[src/rtl/spi_dbuf_pkg.sv]
package spi_dbuf_pkg;
   localparam int unsigned PRI_MAX = 64;
   localparam int unsigned SEC_MAX = 8;
   localparam int unsigned SEC_W   = $clog2(SEC_MAX);

   // control word layout: b7 ie, b6:4 fine-1, b3:2 coarse select, b1 wide, b0 master
   typedef struct packed {
      logic             ie;
      logic [SEC_W-1:0] sec_m1;
      logic [1:0]       pri_sel;
      logic             wide;
      logic             master;
   } spi_cfg_t;

   function automatic int unsigned pri_ratio(input logic [1:0] sel);
      return 32'd1 << (2 * sel);
   endfunction
endpackage

[src/rtl/spi_dbuf_sync.sv]
module spi_dbuf_sync #(
   parameter int unsigned N       = 2,
   parameter int unsigned STAGES  = 2,
   parameter logic [N-1:0] RST_VAL = '0
) (
   input  logic         clk,
   input  logic         rst_n,
   input  logic [N-1:0] din,
   output logic [N-1:0] dout
);
   initial assert (STAGES >= 1) else $error("spi_dbuf_sync: STAGES must be >= 1");

   generate
      if (STAGES == 1) begin : g_single
         logic [N-1:0] q;
         always_ff @(posedge clk or negedge rst_n) begin
            if (!rst_n) q <= RST_VAL;
            else        q <= din;
         end
         assign dout = q;
      end else begin : g_chain
         logic [STAGES-1:0][N-1:0] q;
         always_ff @(posedge clk or negedge rst_n) begin
            if (!rst_n) q <= {STAGES{RST_VAL}};
            else        q <= {q[STAGES-2:0], din};
         end
         assign dout = q[STAGES-1];
      end
   endgenerate
endmodule

[src/rtl/spi_dbuf_clkgen.sv]
module spi_dbuf_clkgen
   import spi_dbuf_pkg::*;
#(
   parameter int unsigned PMAX = PRI_MAX,
   parameter int unsigned SMAX = SEC_MAX
) (
   input  logic                     clk,
   input  logic                     rst_n,
   input  logic                     en,
   input  logic [1:0]               pri_sel,
   input  logic [$clog2(SMAX)-1:0]  sec_m1,
   output logic                     tick
);
   localparam int unsigned PW = $clog2(PMAX);
   localparam int unsigned SW = $clog2(SMAX);

   initial assert ((1 << PW) == PMAX && PMAX >= 64)
      else $error("spi_dbuf_clkgen: PMAX must be a power of two >= 64");
   initial assert ((1 << SW) == SMAX)
      else $error("spi_dbuf_clkgen: SMAX must be a power of two");

   logic [PW-1:0] pcnt;
   logic [SW-1:0] scnt;
   logic [PW-1:0] pri_lim;
   logic          pri_hit, sec_hit;

   assign pri_lim = PW'(pri_ratio(pri_sel) - 1);
   assign pri_hit = (pcnt == pri_lim);
   assign sec_hit = (scnt == sec_m1);
   assign tick    = en & pri_hit & sec_hit;

   always_ff @(posedge clk or negedge rst_n) begin
      if (!rst_n) begin
         pcnt <= '0;
         scnt <= '0;
      end else if (!en) begin
         pcnt <= '0;
         scnt <= '0;
      end else begin
         pcnt <= pri_hit ? '0 : pcnt + 1'b1;
         if (pri_hit) scnt <= sec_hit ? '0 : scnt + 1'b1;
      end
   end

   // the fine stage never passes its limit while running
   a_r8_sec_bound: assert property (@(posedge clk) disable iff (!rst_n)
      (en && $stable(sec_m1)) |-> scnt <= sec_m1);
endmodule

[src/rtl/spi_dbuf_shift.sv]
module spi_dbuf_shift #(
   parameter int unsigned W  = 16,
   parameter int unsigned NW = 8
) (
   input  logic                 clk,
   input  logic                 rst_n,
   input  logic                 wide,
   input  logic                 load,
   input  logic [W-1:0]         load_val,
   input  logic                 rise,
   input  logic                 fall,
   input  logic                 clr,
   input  logic                 sdi,
   output logic                 obit,
   output logic                 done,
   output logic [W-1:0]         word,
   output logic [$clog2(W)-1:0] cnt_o
);
   localparam int unsigned CW = $clog2(W);
   localparam logic [CW-1:0] LAST_W = CW'(W - 1);
   localparam logic [CW-1:0] LAST_N = CW'(NW - 1);

   initial assert (NW < W && NW >= 2) else $error("spi_dbuf_shift: need 2 <= NW < W");

   logic [W-1:0]  sr, nxt;
   logic [CW-1:0] cnt;

   assign nxt   = {sr[W-2:0], sdi};
   assign done  = fall & (cnt == (wide ? LAST_W : LAST_N));
   assign word  = wide ? nxt : {{(W-NW){1'b0}}, nxt[NW-1:0]};
   assign cnt_o = cnt;

   always_ff @(posedge clk or negedge rst_n) begin
      if (!rst_n) begin
         sr   <= '0;
         cnt  <= '0;
         obit <= 1'b0;
      end else begin
         if (load)      sr <= load_val;
         else if (fall) sr <= nxt;
         if (clr)       cnt <= '0;
         else if (fall) cnt <= done ? '0 : cnt + 1'b1;
         if (rise)      obit <= wide ? sr[W-1] : sr[NW-1];
      end
   end

   // a word ends with the counter back at zero
   a_r2_wrap: assert property (@(posedge clk) disable iff (!rst_n)
      done |=> cnt == '0);
endmodule

[src/rtl/spi_dbuf_port.sv]
module spi_dbuf_port
   import spi_dbuf_pkg::*;
#(
   parameter int unsigned WORD_W      = 16,
   parameter int unsigned NARROW_W    = 8,
   parameter int unsigned SYNC_STAGES = 2
) (
   input  logic              clk,
   input  logic              rst_n,
   input  logic              cfg_wr,
   input  logic [7:0]        cfg_wdata,
   input  logic              buf_wr,
   input  logic [WORD_W-1:0] buf_wdata,
   input  logic              buf_rd,
   output logic [WORD_W-1:0] buf_rdata,
   input  logic              flag_clr,
   output logic              st_rx_full,
   output logic              st_tx_full,
   output logic              st_ovf,
   output logic              st_busy,
   output logic              irq_flag,
   output logic              irq,
   input  logic              sck_i,
   output logic              sck_o,
   output logic              sck_oe,
   input  logic              ss_n,
   input  logic              sdi,
   output logic              sdo,
   output logic              sdo_oe
);
   localparam int unsigned CW = $clog2(WORD_W);

   initial assert ($bits(spi_cfg_t) == 8) else $error("spi_dbuf_port: control word must be 8 bits");

   spi_cfg_t          cfg_q;
   logic [WORD_W-1:0] txbuf_q, rxbuf_q, word;
   logic              tx_full_q, rx_full_q, ovf_q, flag_q, active_q, armed_q, sck_q, sck_d;
   logic              sck_s, ss_s, ss_act, s_rise, s_fall, m_tick;
   logic              rise, fall, clr, done, start, load, rd_full, obit;
   logic [CW-1:0]     bit_cnt;

   spi_dbuf_sync #(.N(2), .STAGES(SYNC_STAGES), .RST_VAL(2'b01)) u_sync (
      .clk(clk), .rst_n(rst_n), .din({sck_i, ss_n}), .dout({sck_s, ss_s}));

   spi_dbuf_clkgen u_clk (
      .clk(clk), .rst_n(rst_n), .en(cfg_q.master & active_q & ~ovf_q),
      .pri_sel(cfg_q.pri_sel), .sec_m1(cfg_q.sec_m1), .tick(m_tick));

   spi_dbuf_shift #(.W(WORD_W), .NW(NARROW_W)) u_shift (
      .clk(clk), .rst_n(rst_n), .wide(cfg_q.wide), .load(load), .load_val(txbuf_q),
      .rise(rise), .fall(fall), .clr(clr), .sdi(sdi), .obit(obit), .done(done),
      .word(word), .cnt_o(bit_cnt));

   assign ss_act  = ~ss_s;
   assign s_rise  = sck_s & ~sck_d;
   assign s_fall  = ~sck_s & sck_d;
   assign rise    = cfg_q.master ? (m_tick & ~sck_q) : (ss_act & ~ovf_q & s_rise);
   assign fall    = cfg_q.master ? (m_tick &  sck_q) : (ss_act & ~ovf_q & s_fall);
   assign clr     = ~cfg_q.master & ~ss_act;
   assign start   = cfg_q.master & ~active_q & armed_q & ~ovf_q;
   assign load    = (~active_q & tx_full_q & ~armed_q) | (done & tx_full_q);
   assign rd_full = rx_full_q & ~buf_rd;

   always_ff @(posedge clk or negedge rst_n) begin
      if (!rst_n) begin
         cfg_q     <= '0;
         txbuf_q   <= '0;
         rxbuf_q   <= '0;
         tx_full_q <= 1'b0;
         rx_full_q <= 1'b0;
         ovf_q     <= 1'b0;
         flag_q    <= 1'b0;
         active_q  <= 1'b0;
         armed_q   <= 1'b0;
         sck_q     <= 1'b0;
         sck_d     <= 1'b0;
      end else begin
         sck_d <= sck_s;
         if (cfg_wr) cfg_q <= spi_cfg_t'(cfg_wdata);
         if (buf_wr) txbuf_q <= buf_wdata;

         if (buf_wr)    tx_full_q <= 1'b1;
         else if (load) tx_full_q <= 1'b0;

         if (load)                                     armed_q <= 1'b1;
         else if (done || start || (rise && !active_q)) armed_q <= 1'b0;

         if (done)              active_q <= 1'b0;
         else if (cfg_q.master) begin
            if (start) active_q <= 1'b1;
         end else if (!ss_act)  active_q <= 1'b0;
         else if (rise)         active_q <= 1'b1;

         if (!cfg_q.master || !active_q) sck_q <= 1'b0;
         else if (m_tick)                sck_q <= ~sck_q;

         if (done && !rd_full) rxbuf_q <= word;

         if (done && !rd_full) rx_full_q <= 1'b1;
         else if (buf_rd)      rx_full_q <= 1'b0;

         if (done && rd_full) ovf_q <= 1'b1;
         else if (buf_rd)     ovf_q <= 1'b0;

         if (done)          flag_q <= 1'b1;
         else if (flag_clr) flag_q <= 1'b0;
      end
   end

   assign buf_rdata  = rxbuf_q;
   assign st_rx_full = rx_full_q;
   assign st_tx_full = tx_full_q;
   assign st_ovf     = ovf_q;
   assign st_busy    = active_q;
   assign irq_flag   = flag_q;
   assign irq        = flag_q & cfg_q.ie;
   assign sck_o      = sck_q;
   assign sck_oe     = cfg_q.master;
   assign sdo        = obit;
   assign sdo_oe     = cfg_q.master | ss_act;

   // new receive data always comes with the flag
   a_r3_flag_with_rx: assert property (@(posedge clk) disable iff (!rst_n)
      $rose(rx_full_q) |-> flag_q);
   // completion onto a full buffer raises overflow
   a_r4_ovf_set: assert property (@(posedge clk) disable iff (!rst_n)
      (done && rx_full_q && !buf_rd) |=> ovf_q);
   // frozen engine keeps the held word and its bit position
   a_r5_rx_hold: assert property (@(posedge clk) disable iff (!rst_n)
      (ovf_q && !buf_rd) |=> $stable(rxbuf_q));
   a_r5_cnt_hold: assert property (@(posedge clk) disable iff (!rst_n)
      ovf_q |=> $stable(bit_cnt));
   // tx full only rises from a processor write
   a_r7_tx_by_write: assert property (@(posedge clk) disable iff (!rst_n)
      $rose(tx_full_q) |-> $past(buf_wr));
   // the master clock rests low whenever no word is in progress
   a_r8_idle_low: assert property (@(posedge clk) disable iff (!rst_n)
      !active_q |-> !sck_q);
   // a released select ends any slave word
   a_r11_release: assert property (@(posedge clk) disable iff (!rst_n)
      (!cfg_q.master && ss_s) |=> !active_q);
endmodule

[config.mk]
export PLATFORM = sky130hd
export DESIGN_NAME = spi_dbuf_port
export DESIGN_NICKNAME = d
export VERILOG_FILES = /design/src/rtl/spi_dbuf_pkg.sv /design/src/rtl/spi_dbuf_sync.sv /design/src/rtl/spi_dbuf_clkgen.sv /design/src/rtl/spi_dbuf_shift.sv /design/src/rtl/spi_dbuf_port.sv
export SDC_FILE = /design/constraint.sdc
export NUM_CORES = 1
export LEC_CHECK = 0
export BUFFER_PORTS_ARGS = -buffer_cell sky130_fd_sc_hd__buf_2
export CORE_ASPECT_RATIO = 0.75
export CORE_MARGIN = 4
export CORE_UTILIZATION = 40
export DETAILED_ROUTE_END_ITERATION = 10
export SYNTH_ARGS = -nofsm -noshare
export SYNTH_HDL_FRONTEND = slang
export SYNTH_SLANG_ARGS = --single-unit
[constraint.sdc]
create_clock -name clk -period 2 [get_ports clk]
set_input_delay 0.2 -clock clk [delete_from_list [all_inputs] [get_ports clk]]
set_output_delay 0.2 -clock clk [all_outputs]
set_load 0.02 [all_outputs]
# Word-level counts from Yosys, hierarchy flattened
# Index checks and enable logic that the tools add are counted.
# word_totals
register_bits,82
inputBits,33
# op_classes
add_sub_neg,4
n_eq_ne,5
shifts,1
n_mux,31
bitwise_logic,32
reduce_logical,19
# ops
op,n
$mux 16,3
$and 1x1->1,21
$mux 1,19
$mux 4,4
$reduce_bool 2->1,8
$mux 6,2
$mux 3,3
$not 1->1,9
$add 6x1->6 const B,1
$eq 6x6->1,1
$shl 1x3->6 const A,1
$sub 6x1->6 const B,1
$add 4x1->4 const B,1
$eq 4x4->1,1
$reduce_bool 4->1,1
$add 3x1->3 const B,1
$eq 3x3->1,1
$logic_and 1x1->1,3
$logic_not 1->1,3
$logic_or 1x1->1,3
$ne 3x1->1 const B,1
$ne 2x2->1 const B,1
$or 1x1->1,2
$reduce_and 2->1,1

# Longest topological paths before layout
# Gate-level depths: netlist of run 1.
# depth
word_depth,12
depth_mapped,8

# By module
# From an unflattened synthesis of run 1, not the netlist that was laid out.
# hier_totals
hier_cells,303
area_unflattened_um2,3724.8
# modules_own_cells
mod,n_inst,cells_per_inst,area_per_inst_um2
spi_dbuf_port,1,126,1895.6
spi_dbuf_shift,1,116,1123.6
spi_dbuf_clkgen,1,55,588.1
spi_dbuf_sync,1,6,117.6

# Worst setup path before layout of run 1
# No wires, ideal clock.
# synth_path
path_type,register -> register
startpoint,"register cfg_q, in the netlist sck_oe"
endpoint,register armed_q
setup_time_ps,131
t_arrival_ps,1921
slack_ps,-52
path_stages_with_launch,6
synth_period_minus_slack_ps,2052
cell_sequence,dfrtp_1 or3_1 or3b_2 clkbuf_1 a21oi_1 o21ai_0
# synth_via
elab_chain_cells,10
elab_cells_between_ends,19
cone_classes,mux (3); bitwise (12); reduce/logical (4)
# synth_rtl
element,line_no,rtl
"start, declared",spi_dbuf_port.sv:35,spi_cfg_t cfg_q;
"start signal, assigned",spi_dbuf_port.sv:79,if (cfg_wr) cfg_q <= spi_cfg_t'(cfg_wdata);
$and 1x1->1 (2 in series),spi_dbuf_port.sv:46,".clk(clk), .rst_n(rst_n), .en(cfg_q.master & active_q & ~ovf_q),"
$and 1x1->1 (2 in series),spi_dbuf_clkgen.sv:30,assign tick = en & pri_hit & sec_hit;
$and 1x1->1,spi_dbuf_port.sv:58,assign fall = cfg_q.master ? (m_tick & sck_q) : (ss_act & ~ovf_q & s_fall);
$mux 1,spi_dbuf_port.sv:58,
$and 1x1->1,spi_dbuf_shift.sv:29,assign done = fall & (cnt == (wide ? LAST_W : LAST_N));
$and 1x1->1 or $logic_or 1x1->1 (tied branches),"spi_dbuf_port.sv:61, spi_dbuf_port.sv:86",
$or 1x1->1 or $logic_or 1x1->1 (tied branches),"spi_dbuf_port.sv:61, spi_dbuf_port.sv:86",
$mux 1 or $reduce_bool 2->1 (tied branches),-,
"end signal, assigned",spi_dbuf_port.sv:74,armed_q <= 1'b0;
"end signal, assigned",spi_dbuf_port.sv:85,if (load) armed_q <= 1'b1;
"end signal, assigned",spi_dbuf_port.sv:86,else if (done || start || (rise && !active_q)) armed_q <= 1'b0;
"end, declared",spi_dbuf_port.sv:37,"logic tx_full_q, rx_full_q, ovf_q, flag_q, active_q, armed_q, sck_q, sck_d;"
# Parallel ways exist; a longest one is shown, timed or not.
# A chain may end at the register's enable or synchronous reset.

# Final worst setup path of run 1
# layout_path
startpoint,register u_clk.pcnt[4]
endpoint,register armed_q
# layout_via
elab_chain_cells,9
elab_cells_between_ends,15
cone_classes,eq/ne (1); mux (3); bitwise (7); reduce/logical (4)
# layout_rtl
element,line_no,rtl
"start, declared",spi_dbuf_clkgen.sv:22,logic [PW-1:0] pcnt;
"start signal, assigned",spi_dbuf_clkgen.sv:40,pcnt <= pri_hit ? '0 : pcnt + 1'b1;
$eq 6x6->1 (*),spi_dbuf_clkgen.sv:28,assign pri_hit = (pcnt == pri_lim);
$and 1x1->1 (*) (2 in series),spi_dbuf_clkgen.sv:30,
$and 1x1->1,spi_dbuf_port.sv:58,
$mux 1,spi_dbuf_port.sv:58,
$and 1x1->1,spi_dbuf_shift.sv:29,
$and 1x1->1 or $logic_or 1x1->1 (tied branches),"spi_dbuf_port.sv:61, spi_dbuf_port.sv:86",
$or 1x1->1 or $logic_or 1x1->1 (tied branches),"spi_dbuf_port.sv:61, spi_dbuf_port.sv:86",
$mux 1 or $reduce_bool 2->1 (tied branches),-,
# Every way passes the cells marked *; elsewhere a longest branch is shown, timed or not.

==> results.md, run 1 <==
* Status: complete, but fails checks
* Violated checks: negative setup slack
* Reg2reg start: u_clk.pcnt[4]$_DFF_PN0_
* Synthesized netlist cell count at approximately 320
* Post-synth net total at 355
* Post-synth ARST share at 100.0%
* Maxcap violations at 0
* Max Slew Vio Count at 0
* Cell variety after synth at 45
* Reg2Reg Depth at 8
* Critical Path Sink Type: register
* Internal at 3.436 mW
* Routability Congestion at ~0.82
* Core ar. at between 9000 and 10000 µm²
* Cts bufs inserted at 9
* Share of cells above drive strength 1 at approximately 46%
* Grt ovf at 0
* Routed vias/inst at 5.362
* Synthesized flop and latch total at between 80 and 90
* Met3 Routed Length at 639 µm
* Post-synthesis sequential area ratio at 55.32%
* Longest Clk Path Bufs at 2
* EDFF count, synth at 0
* Chip Height at 91.45 µm
* H-tree levels at 3
* Diode count at 0
* Number of nets in the layout at ~450
* Crit path time final at roughly 2.1 ns
* Slew margin rel. at between 60% and 70%
* Synth warn at 0
* Hold Vio Cnt, Final at 0
* Ys flop type: dfrtp_1
* Hold WC Path Type: input pin to register
* Wirelength, routed at 9.201 mm
* Measured slew at the worst slew-check pin at around 0.49 ns
* Synth cell count leaders: dfrtp_1 (80), mux2_2 (34), nand3_1 (32), o21ai_0 (24), clkbuf_1 (18)
* Required @ worst endpoint at 2.22 ns
* Number of port buffers at 58
* Worst reg-to-reg setup slack at -0.06 ns
* Root Buffer: clkbuf_16
* Pwr/cell area at approximately 1000 nW/µm²
* Router iterations before antenna repair at 4
* P&R area growth vs syn at 34.23%
* Comb power frac at between 20% and 30%
* Post-detailed-route count of antenna-violating nets at 0
* Most frequent cell after synthesis: dfrtp_1
* Top cell type's share of synthesized area at 53.91%
* Yosys top cell by area: dfrtp_1
* Vias in the first global route at between 2000 and 3000
* Dpl hpwl at 6.301 mm
* Iter 0 DRT Violations at 165
* Post-DP Area at 4355 µm²
* CTS sink cnt at 82
* Hold Path Origin: flag_clr
* WL per Instance at 16.76 µm
* Min-Delay Endpoint: irq_flag$_DFFE_PN0P_
* Die area at around 11000 µm²
* NetSw at 1.553 mW
* Final-report setup violation count at 15
* Fmax at 484.7 MHz
* Die Width at 119.3 µm
* Crit path kind: register to register
* Met2 wire length at 3.776 mm
* Startpoint class of the critical path: register
* Flop pwr share at 43.7%
* Synth area leaders: dfrtp_1 (54%), mux2_2 (10%), nand3_1 (4.3%)
* Global-route wire length before repair at about 15 mm
* Clk network pwr share at 32.9%
* Initial Utilization at 41.05%
* Initial antenna violation count at 0
* Sum of negative setup slack at -0.3615 ns
* Unrepaired setup endpoints after global routing: true
* Fill count at 767
* Syn Std Cell Area at about 3700 µm²
* Vias at 2944
* CP arrival at about 2.3 ns
* Hold Slack at 0.03296 ns
* Sw frac at 31.12%
* Worst setup margin at -0.06325 ns
* Final instance area at roughly 5000 µm²
* Final Skew at between 0.008 and 0.009 ns
* Global-route usage over all layers at 17.68%
* Top layer in use: met4
* Site Rows at 30
* Boundary pin count at between 50 and 60
* Critical Path Fanout Max at 3
* Hold path depth at 2
* VDD IR max at 0.5990 mV
* Wl on met1 at 4.595 mm
* Pin count of the biggest net entering global routing at 40
* Clock slew at reported path FFs at approximately 0.060 ns
* Final worst path period share at 103.2%
* CTS tree: yes
* Residual DRC at 0
* Worst R2R End: armed_q$_DFFE_PN0P_
* Clk_lat worst skew at 0.34 ns
* Post-Syn Area per Cell at between 10 and 15 µm²
* Leakage at approximately 2.2 nW
-- kinds of logic after synthesis --
family	synth area share [%]
adders and majority gates	1.011
xor gates and xnor gates	2.122
buffers and inverters	3.874
and+or+nand+nor	10.61
DFF	55.32
muxes	10.85
AOI/OAI and AO/OA	16.21
-- routing by layer --
metal	up-vias	GRT usage, %
li1	1391	-
met1	1433	26.94
met2	100	23.18
met3	20	5.230
met4	0	6.847
met5	-	0
-- sequential cells by signal (all words and copies together), names as in the netlist, 2 cells and up --
signal and cells:
u_clk.pcnt 6, u_sync.dout 2, u_clk.scnt 3, u_shift.cnt_o 4, u_shift.sr 16, u_sync.g_chain.q 2, txbuf_q 16, cfg_q 7
buf_rdata 16
-- layout by cell type (no fill, tap or decap), types with 2 or more instances in the layout --
cell type / synthesis / routed
xnor2_2: 0 / 3
buf_4: 0 / 40
nand3_1: 32 / 32
buf_2: 0 / 57
dfstp_2: 2 / 2
nor3_2: 0 / 2
and3_1: 5 / 4
o21ai_0: 24 / 21
nor2_1: 13 / 11
nor2_2: 0 / 2
dlygate4sd3_1: 0 / 3
a31oi_1: 16 / 14
a21oi_1: 5 / 4
clkinvlp_4: 0 / 3
xnor2_1: 5 / 2
ha_1: 3 / 3
o2bb2ai_1: 8 / 7
mux2_2: 34 / 33
mux2i_1: 2 / 2
a211oi_1: 17 / 3
o22ai_1: 3 / 3
dfrtp_1: 80 / 78
inv_1: 7 / 7
o21ai_1: 1 / 4
a211oi_2: 0 / 13
buf_6: 4 / 7
nand2_1: 6 / 6
nor2b_1: 3 / 3
nor3b_1: 2 / 2
clkbuf_16: 0 / 9
o211ai_4: 1 / 2
xor2_1: 4 / 4
dfrtp_2: 0 / 2
-- worst max path at each step --
stage	startpoint	endpoint	depth (start not counted)
3_3_place_gp	cfg_q[2]$_DFFE_PN0P_	u_shift.sr[12]$_DFFE_PN0P_	6
4_1_cts	u_clk.pcnt[5]$_DFF_PN0_	u_shift.sr[12]$_DFFE_PN0P_	6
3_5_place_dp	cfg_q[2]$_DFFE_PN0P_	u_shift.sr[13]$_DFFE_PN0P_	6
5_1_grt	u_clk.pcnt[4]$_DFF_PN0_	armed_q$_DFFE_PN0P_	8
6_report	u_clk.pcnt[4]$_DFF_PN0_	armed_q$_DFFE_PN0P_	8
2_1_floorplan	sck_oe$_DFFE_PN0P_	armed_q$_DFFE_PN0P_	5
-- power groups by stage --
stage	sequential [mW]	clock, mW	combinational, mW
after global routing	2.21	1.75	1.28
after detailed placement	2.19	0	0.972
after CTS	2.17	1.67	1.03
after floorplan	2.14	0	0.614
after global placement	2.18	0	0.945
final	2.18	1.64	1.17
-- stage by stage --
stage          worst slack, ns  utilization [%]  total power [mW]  std cells
3_3_place_gp           -0.1265            48.15             3.127        522
4_1_cts               -0.04329            53.15             4.869        548
2_1_floorplan        -0.009983                -             2.750        319
3_5_place_dp           -0.1765            48.15             3.162        522
5_1_grt                -0.1216            55.10             5.243        549
6_report              -0.06325            55.10             4.989        549
-- what timing repair did --
item / CTS / global route
buffers inserted: 6 / 1
pin swaps: 7 / 8
resized for setup: 14 / 35
endpoints found under the hold margin: 36 / 0
cloned: 1 / 0
setup endpoints to repair: 35 / 53
hold buffers: 3 / 0
-- final cells by class --
cell class	count	area, µm²	share of cell area [%]
Sequential cell	82	2057	41.27
Inverter	7	26.28	0.5271
Clock inverter	6	66.31	1.330
Multi-Input combinational cell	208	1732	34.74
Clock buffer	10	229.0	4.593
Timing Repair Buffer	108	714.4	14.33
Tap cell	128	160.2	3.213
-- worst max-delay path: stages, from the launching register on --
cell and delay, ns:
dfrtp_1 0.41, buf_4 0.15, nor2_1 0.12, nand2_1 0.15
a2111o_1 0.55, buf_4 0.19, buf_4 0.13, a21oi_4 0.15
o21ai_1 0.10
Power figures use the tool's default switching activity.
==> inputs of run 2 (changes only) <==
--- a/config.mk
+++ b/config.mk
@@ -8,8 +8,9 @@
 export BUFFER_PORTS_ARGS = -buffer_cell sky130_fd_sc_hd__buf_2
 export CORE_ASPECT_RATIO = 0.75
 export CORE_MARGIN = 4
-export CORE_UTILIZATION = 40
+export CORE_UTILIZATION = 45
 export DETAILED_ROUTE_END_ITERATION = 10
+export PLACE_DENSITY = 0.68
 export SYNTH_ARGS = -nofsm -noshare
 export SYNTH_HDL_FRONTEND = slang
 export SYNTH_SLANG_ARGS = --single-unit
==> results.md, run 2 (synthesis results as in run 1) <==
* Status: complete, but fails checks
* Violated checks: negative setup slack
* Required @ worst endpoint at 2.24 ns
* H-tree levels at 3
* Worst R2R End: u_shift.sr[5]$_DFFE_PN0P_
* VDD IR max at 0.4709 mV
* Critical Path Sink Type: register
* Reg2reg start: cfg_q[2]$_DFFE_PN0P_
* Fmax at 487.9 MHz
* Hold Vio Cnt, Final at 0
* Leakage at approximately 2.2 nW
* Clock slew at reported path FFs at 0.09 ns
* Die area at ~9800 µm²
* WL per Instance at 17.50 µm
* Final-report setup violation count at 16
* Vias at 2904
* Diode count at 0
* Commonest non-fill, non-tap cell in the layout: dfrtp_1
* Die Width at around 110 µm
* CP max stage cell: a2111o_1
* Crit path max-delay family: compound AO/OA/AOI/OAI gates
* Slowest stage delay, CP at 0.54 ns
* Initial antenna violation count at 0
* Dpl hpwl at 5.953 mm
* Post-detailed-route count of antenna-violating nets at 0
* Comb power frac at approximately 23%
* Global-route usage over all layers at 18.25%
* Reg2Reg Depth at 6
* Grt ovf at 0
* Routability Congestion at between 0.8 and 0.9
* Final worst path period share at 102.5%
* Stages on worst setup path at 6
* Wirelength, routed at about 9 mm
* Router iterations before antenna repair at 4
* Iter 0 DRT Violations at 184
* Most frequent cells in the layout: dfrtp_1 (77), buf_2 (57), nand3_1 (32)
* P&R area growth vs syn at 31.91%
* Internal at 3.284 mW
* Maxcap violations at 0
* Dpl cells at 488
* Critical path destination: u_shift.sr[5]$_DFFE_PN0P_
* Pwr/cell area at 969.5 nW/µm²
* Crit-path cells: nor3_4 > o2111ai_4 > a2111o_1 > buf_12 > a211oi_1 > a31oi_1
* Slew margin rel. at 69.19%
* Cts bufs inserted at 9
* Longest Clk Path Bufs at 2
* Vias in the first global route at 2793
* Worst setup margin at -0.04949 ns
* Startpoint class of the critical path: register
* Residual DRC at 0
* Buf+Inv Stages, Crit Path at 1
* Clk network pwr share at between 30% and 40%
* Crit path time final at 2.049 ns
* Boundary pin count at a little under 60
* CTS tree: yes
* Flop pwr share at 46.3%
* Number of nets in the layout at 442
* CP arrival at between 2 and 2.5 ns
* Root Buffer: clkbuf_8
* Measured slew at the worst slew-check pin at around 0.46 ns
* Max Slew Vio Count at 0
* Number of port buffers at 58
* Site Rows at 28
* Sw frac at 30.86%
* Routed vias/inst at 5.628
* Unrepaired setup endpoints after global routing: true
* Final Skew at 0.01128 ns
* CTS sink cnt at 82
* Pin count of the biggest net entering global routing at 42
* Chip Height at 86.67 µm
* Global-route wire length before repair at 14.17 mm
* Critical Path Fanout Max at 32
* Hold WC Path Type: input pin to register
* Crit path kind: register to register
* Hold Slack at 0.02017 ns
* Initial Utilization at a little under half
* Share of cells above drive strength 1 at 45.74%
* Final Non-Filler Cells at 516
* Clk_lat worst skew at 0.36 ns
* NetSw at ~1.5 mW
* Core ar. at 7953 µm²
* Setup crit start: cfg_q[2]$_DFFE_PN0P_
* Worst reg-to-reg setup slack at -0.05 ns
* Util after Layout at around 62%
[run 2: cell count changes in the layout (fill, tap and decap cells not counted), moves of 3 or more]
| cell | change |
|---|---|
| buf_4 | -10 |
| clkbuf_16 | -9 |
| clkbuf_8 | +10 |
| clkinvlp_4 | -3 |
| mux2_2 | -5 |
| mux2_4 | +5 |
| o21ai_0 | -6 |
| o21ai_1 | +5 |
[run 2: final cells by class]
class,instances,area [µm²]
fill,649,3054
tap,105,131.4
timing repair buffer,98,656.9
clock inverter,4,98.84
sequential,82,2058
inverter,7,26.28
multi-input combinational,208,1782
clock buffer,12,145.1
[run 2: worst min-delay path by stage]
stage,start,to,depth (start not counted)
floorplan,rst_n,armed_q$_DFFE_PN0P_,0
global placement,rst_n,cfg_q[5]$_DFFE_PN0P_,1
global route,flag_clr,irq_flag$_DFFE_PN0P_,2
detailed placement,rst_n,sck_oe$_DFFE_PN0P_,1
CTS,flag_clr,irq_flag$_DFFE_PN0P_,2
finish,flag_clr,irq_flag$_DFFE_PN0P_,2
[run 2: routing by layer]
layer	global-route usage (%)	up-vias	part of all wire [%]
met2	26.13	97	45
met5	0	-	0
li1	-	1368	-
met4	4.367	0	1.1
met1	27.42	1425	47
met3	5.304	14	6.9
[run 2: power by group through the flow]
stage                     sequential, mW  clock [mW]  combinational (mW)
after floorplan                     2.14           0               0.614
after global placement              2.18           0               0.910
after detailed placement            2.19           0               0.938
after CTS                           2.16        1.49               0.958
after global routing                2.22        1.57                1.19
final                               2.20        1.46                1.09
[run 2: repair_timing]
action                                 CTS  global route
pin swaps                                5            15
endpoints found under the hold margin   25             0
setup endpoints to repair               29            44
resized for setup                       12            57
setup buffers                            5             2
cloned                                   1             1
hold buffers                             3             0
[run 2: worst register-to-register path, cell delays in order, from the launching register on]
cell and delay, ns:
dfrtp_2 0.47, nor3_4 0.24, o2111ai_4 0.17, a2111o_1 0.54, buf_12 0.21, a211oi_1 0.25
a31oi_1 0.07
[run 2: stage by stage]
stage	total power [mW]	area (µm²)	setup slack (ns)	setup TNS, ns
after floorplan	2.750	3720	-0.009983	-0.009983
after global placement	3.089	4269	-0.04358	-0.04358
after detailed placement	3.126	4269	-0.07057	-0.7021
after CTS	4.606	4652	0.009243	0
after global routing	4.978	4898	-0.1277	-2.648
final	4.749	4898	-0.04949	-0.3920
==> inputs of run 3 (changes only) <==
--- a/config.mk
+++ b/config.mk
@@ -8,9 +8,9 @@
 export BUFFER_PORTS_ARGS = -buffer_cell sky130_fd_sc_hd__buf_2
 export CORE_ASPECT_RATIO = 0.75
 export CORE_MARGIN = 4
-export CORE_UTILIZATION = 45
+export CORE_UTILIZATION = 51
 export DETAILED_ROUTE_END_ITERATION = 10
-export PLACE_DENSITY = 0.68
+export PLACE_DENSITY = 0.75
 export SYNTH_ARGS = -nofsm -noshare
 export SYNTH_HDL_FRONTEND = slang
 export SYNTH_SLANG_ARGS = --single-unit
==> results.md, run 3 (synthesis results as in run 1) <==
* WL per Instance at roughly 18 µm
* Wirelength, routed at 8.980 mm
* Unrepaired setup endpoints after global routing: true
* Boundary pin count at 59
* Hold Path Origin: flag_clr
* Number of port buffers at 58
* Crit-path cells: nor3_4 > o2111ai_4 > a2111o_1 > buf_12 > a211oi_1 > a31oi_1
* Dpl hpwl at 5.802 mm
* Comb power frac at about a quarter
* Global-route wire length before repair at ~14 mm
* Iter 0 DRT Violations at 210
* Startpoint class of the critical path: register
* Multi-input logic area at 1705 µm²
* Cts bufs inserted at 9
* Hold path depth at 2
* Flop pwr share at 50.4%
* Global-route usage over all layers at 20.99%
* Buf+Inv Stages, Crit Path at 1
* Post-DP Area at between 4000 and 5000 µm²
* Final instance area at 4768 µm²
* Routability Congestion at between 0.8 and 0.9
* Fill count at 534
* Post-detailed-route count of antenna-violating nets at 0
* Site Rows at 26
* Final Skew at 0.007257 ns
* Worst R2R End: u_shift.sr[4]$_DFFE_PN0P_
* Die area at 8725 µm²
* Hold Slack at between 0.03 and 0.04 ns
* Maxcap violations at 0
* Core ar. at 6929 µm²
* Hold WC Path Type: input pin to register
* Crit path max-delay family: compound AO/OA/AOI/OAI gates
* Crit path kind: register to register
* Chip Height at 81.90 µm
* Measured slew at the worst slew-check pin at 0.4287 ns
* CP max stage cell: a2111o_1
* Required @ worst endpoint at 2.23 ns
* Min-Delay Endpoint: irq_flag$_DFFE_PN0P_
* Reg2Reg Depth at 6
* Share of cells above drive strength 1 at 44.85%
* Commonest non-fill, non-tap cell in the layout: dfrtp_1
* Hold Vio Cnt, Final at 0
* Initial Utilization at 53.59%
* VDD IR max at 0.5946 mV
* CP arrival at approximately 2.3 ns
* Worst reg-to-reg setup slack at -0.11 ns
* Critical Path Sink Type: register
* Vias at 2924
* Clk_lat worst skew at roughly 0.35 ns
* Sw frac at 33.38%
* Slowest stage delay, CP at 0.54 ns
* CTS sink cnt at 82
* Clock slew at reported path FFs at 0.08 ns
* Violated checks: negative setup slack
* Crit path time final at between 2 and 2.5 ns
* Router iterations before antenna repair at 5
* Root Buffer: clkbuf_8
* Grt ovf at 0
* Diode count at 0
* Routed vias/inst at 5.779
* Internal at 2.885 mW
* Number of nets in the layout at 440
* Pin count of the biggest net entering global routing at 51
* Clk network pwr share at 24.6%
* NetSw at 1.445 mW
* Most frequent cells in the layout: dfrtp_1 (77), buf_2 (58), mux2_2 (34)
* Residual DRC at 0
* Sum of negative setup slack at -0.2945 ns
* Die Width at 106.5 µm
* Fmax at 474.5 MHz
* Reg2reg start: cfg_q[2]$_DFFE_PN0P_
* Max Slew Vio Count at 0
* Pwr/cell area at 908.1 nW/µm²
* CTS tree: yes
* Register area at 2058 µm²
* Worst setup margin at -0.1073 ns
* H-tree levels at 3
* Longest Clk Path Bufs at 2
* Final worst path period share at 105.4%
* Slew margin rel. at a little under three quarters
* P&R area growth vs syn at 28.40%
* Vias in the first global route at roughly 2800
* Status: complete, but fails checks
* Critical Path Fanout Max at 25
* Leakage at 2.132 nW
* Final-report setup violation count at 11
* Initial antenna violation count at 0
==> run 3: final cells by class <==
cell class              instances  share of cell area [%]
clock buffers                  11                   2.965
clock inverters                 4                  0.6035
inverters                       7                  0.5510
multi-input cells             207                   35.77
flip-flops and latches         82                   43.16
well taps                      98                   2.572
repair buffers                 97                   14.38
==> run 3: how the worst max path moves through the flow <==
| stage | start | endpoint | slack [ns] | depth (start not counted) |
|---|---|---|---|---|
| detailed placement | cfg_q[2]$_DFFE_PN0P_ | u_shift.sr[0]$_DFFE_PN0P_ | -0.10 | 6 |
| global route | cfg_q[2]$_DFFE_PN0P_ | u_shift.sr[4]$_DFFE_PN0P_ | -0.15 | 6 |
| floorplan | sck_oe$_DFFE_PN0P_ | armed_q$_DFFE_PN0P_ | -0.01 | 5 |
| global placement | cfg_q[2]$_DFFE_PN0P_ | buf_rdata[11]$_DFFE_PN0P_ | 0.005 | 6 |
| CTS | u_clk.pcnt[5]$_DFF_PN0_ | buf_rdata[5]$_DFFE_PN0P_ | 0.002 | 7 |
| finish | cfg_q[2]$_DFFE_PN0P_ | u_shift.sr[4]$_DFFE_PN0P_ | -0.11 | 6 |
==> run 3: power by group through the flow <==
stage	logic [mW]	clock network [mW]	registers, mW
2_1_floorplan	0.614	0	2.14
3_3_place_gp	0.902	0	2.17
3_5_place_dp	0.944	0	2.17
4_1_cts	0.978	1.08	2.14
5_1_grt	1.20	1.17	2.22
6_report	1.08	1.06	2.18
==> run 3: routing by layer <==
| metal | vias up | global-route usage [%] | part of all wire (%) |
|---|---|---|---|
| li1 | 1349 | - | - |
| met1 | 1449 | 29.43 | 44 |
| met2 | 114 | 31.80 | 48 |
| met3 | 12 | 6.677 | 6.9 |
| met4 | 0 | 5.747 | 1.1 |
| met5 | - | 0 | 0 |
==> run 3: repair_timing <==
action,4_1_cts,5_1_grt
endpoints found under the hold margin,34,0
pin swaps,5,20
cloned,0,2
hold buffers,3,0
resized for setup,7,55
setup buffers,5,1
endpoints found under the setup margin,36,50
==> run 3: worst register-to-register path, cell delays in order, from the launching register on <==
cell and delay [ns]:
dfrtp_2 0.47, nor3_4 0.23, o2111ai_4 0.16, a2111o_1 0.54, buf_12 0.21, a211oi_1 0.28
a31oi_1 0.08
==> run 3: stage by stage <==
stage | total power, mW | utilization (%) | worst slack, ns | instances
after global placement | 3.067 | 61.74 | 0.005307 | 480
final | 4.330 | 68.82 | -0.1073 | 506
after CTS | 4.203 | 65.75 | 0.002074 | 503
after floorplan | 2.750 | - | -0.009983 | 319
after global routing | 4.591 | 68.82 | -0.1546 | 506
after detailed placement | 3.114 | 61.74 | -0.1027 | 480
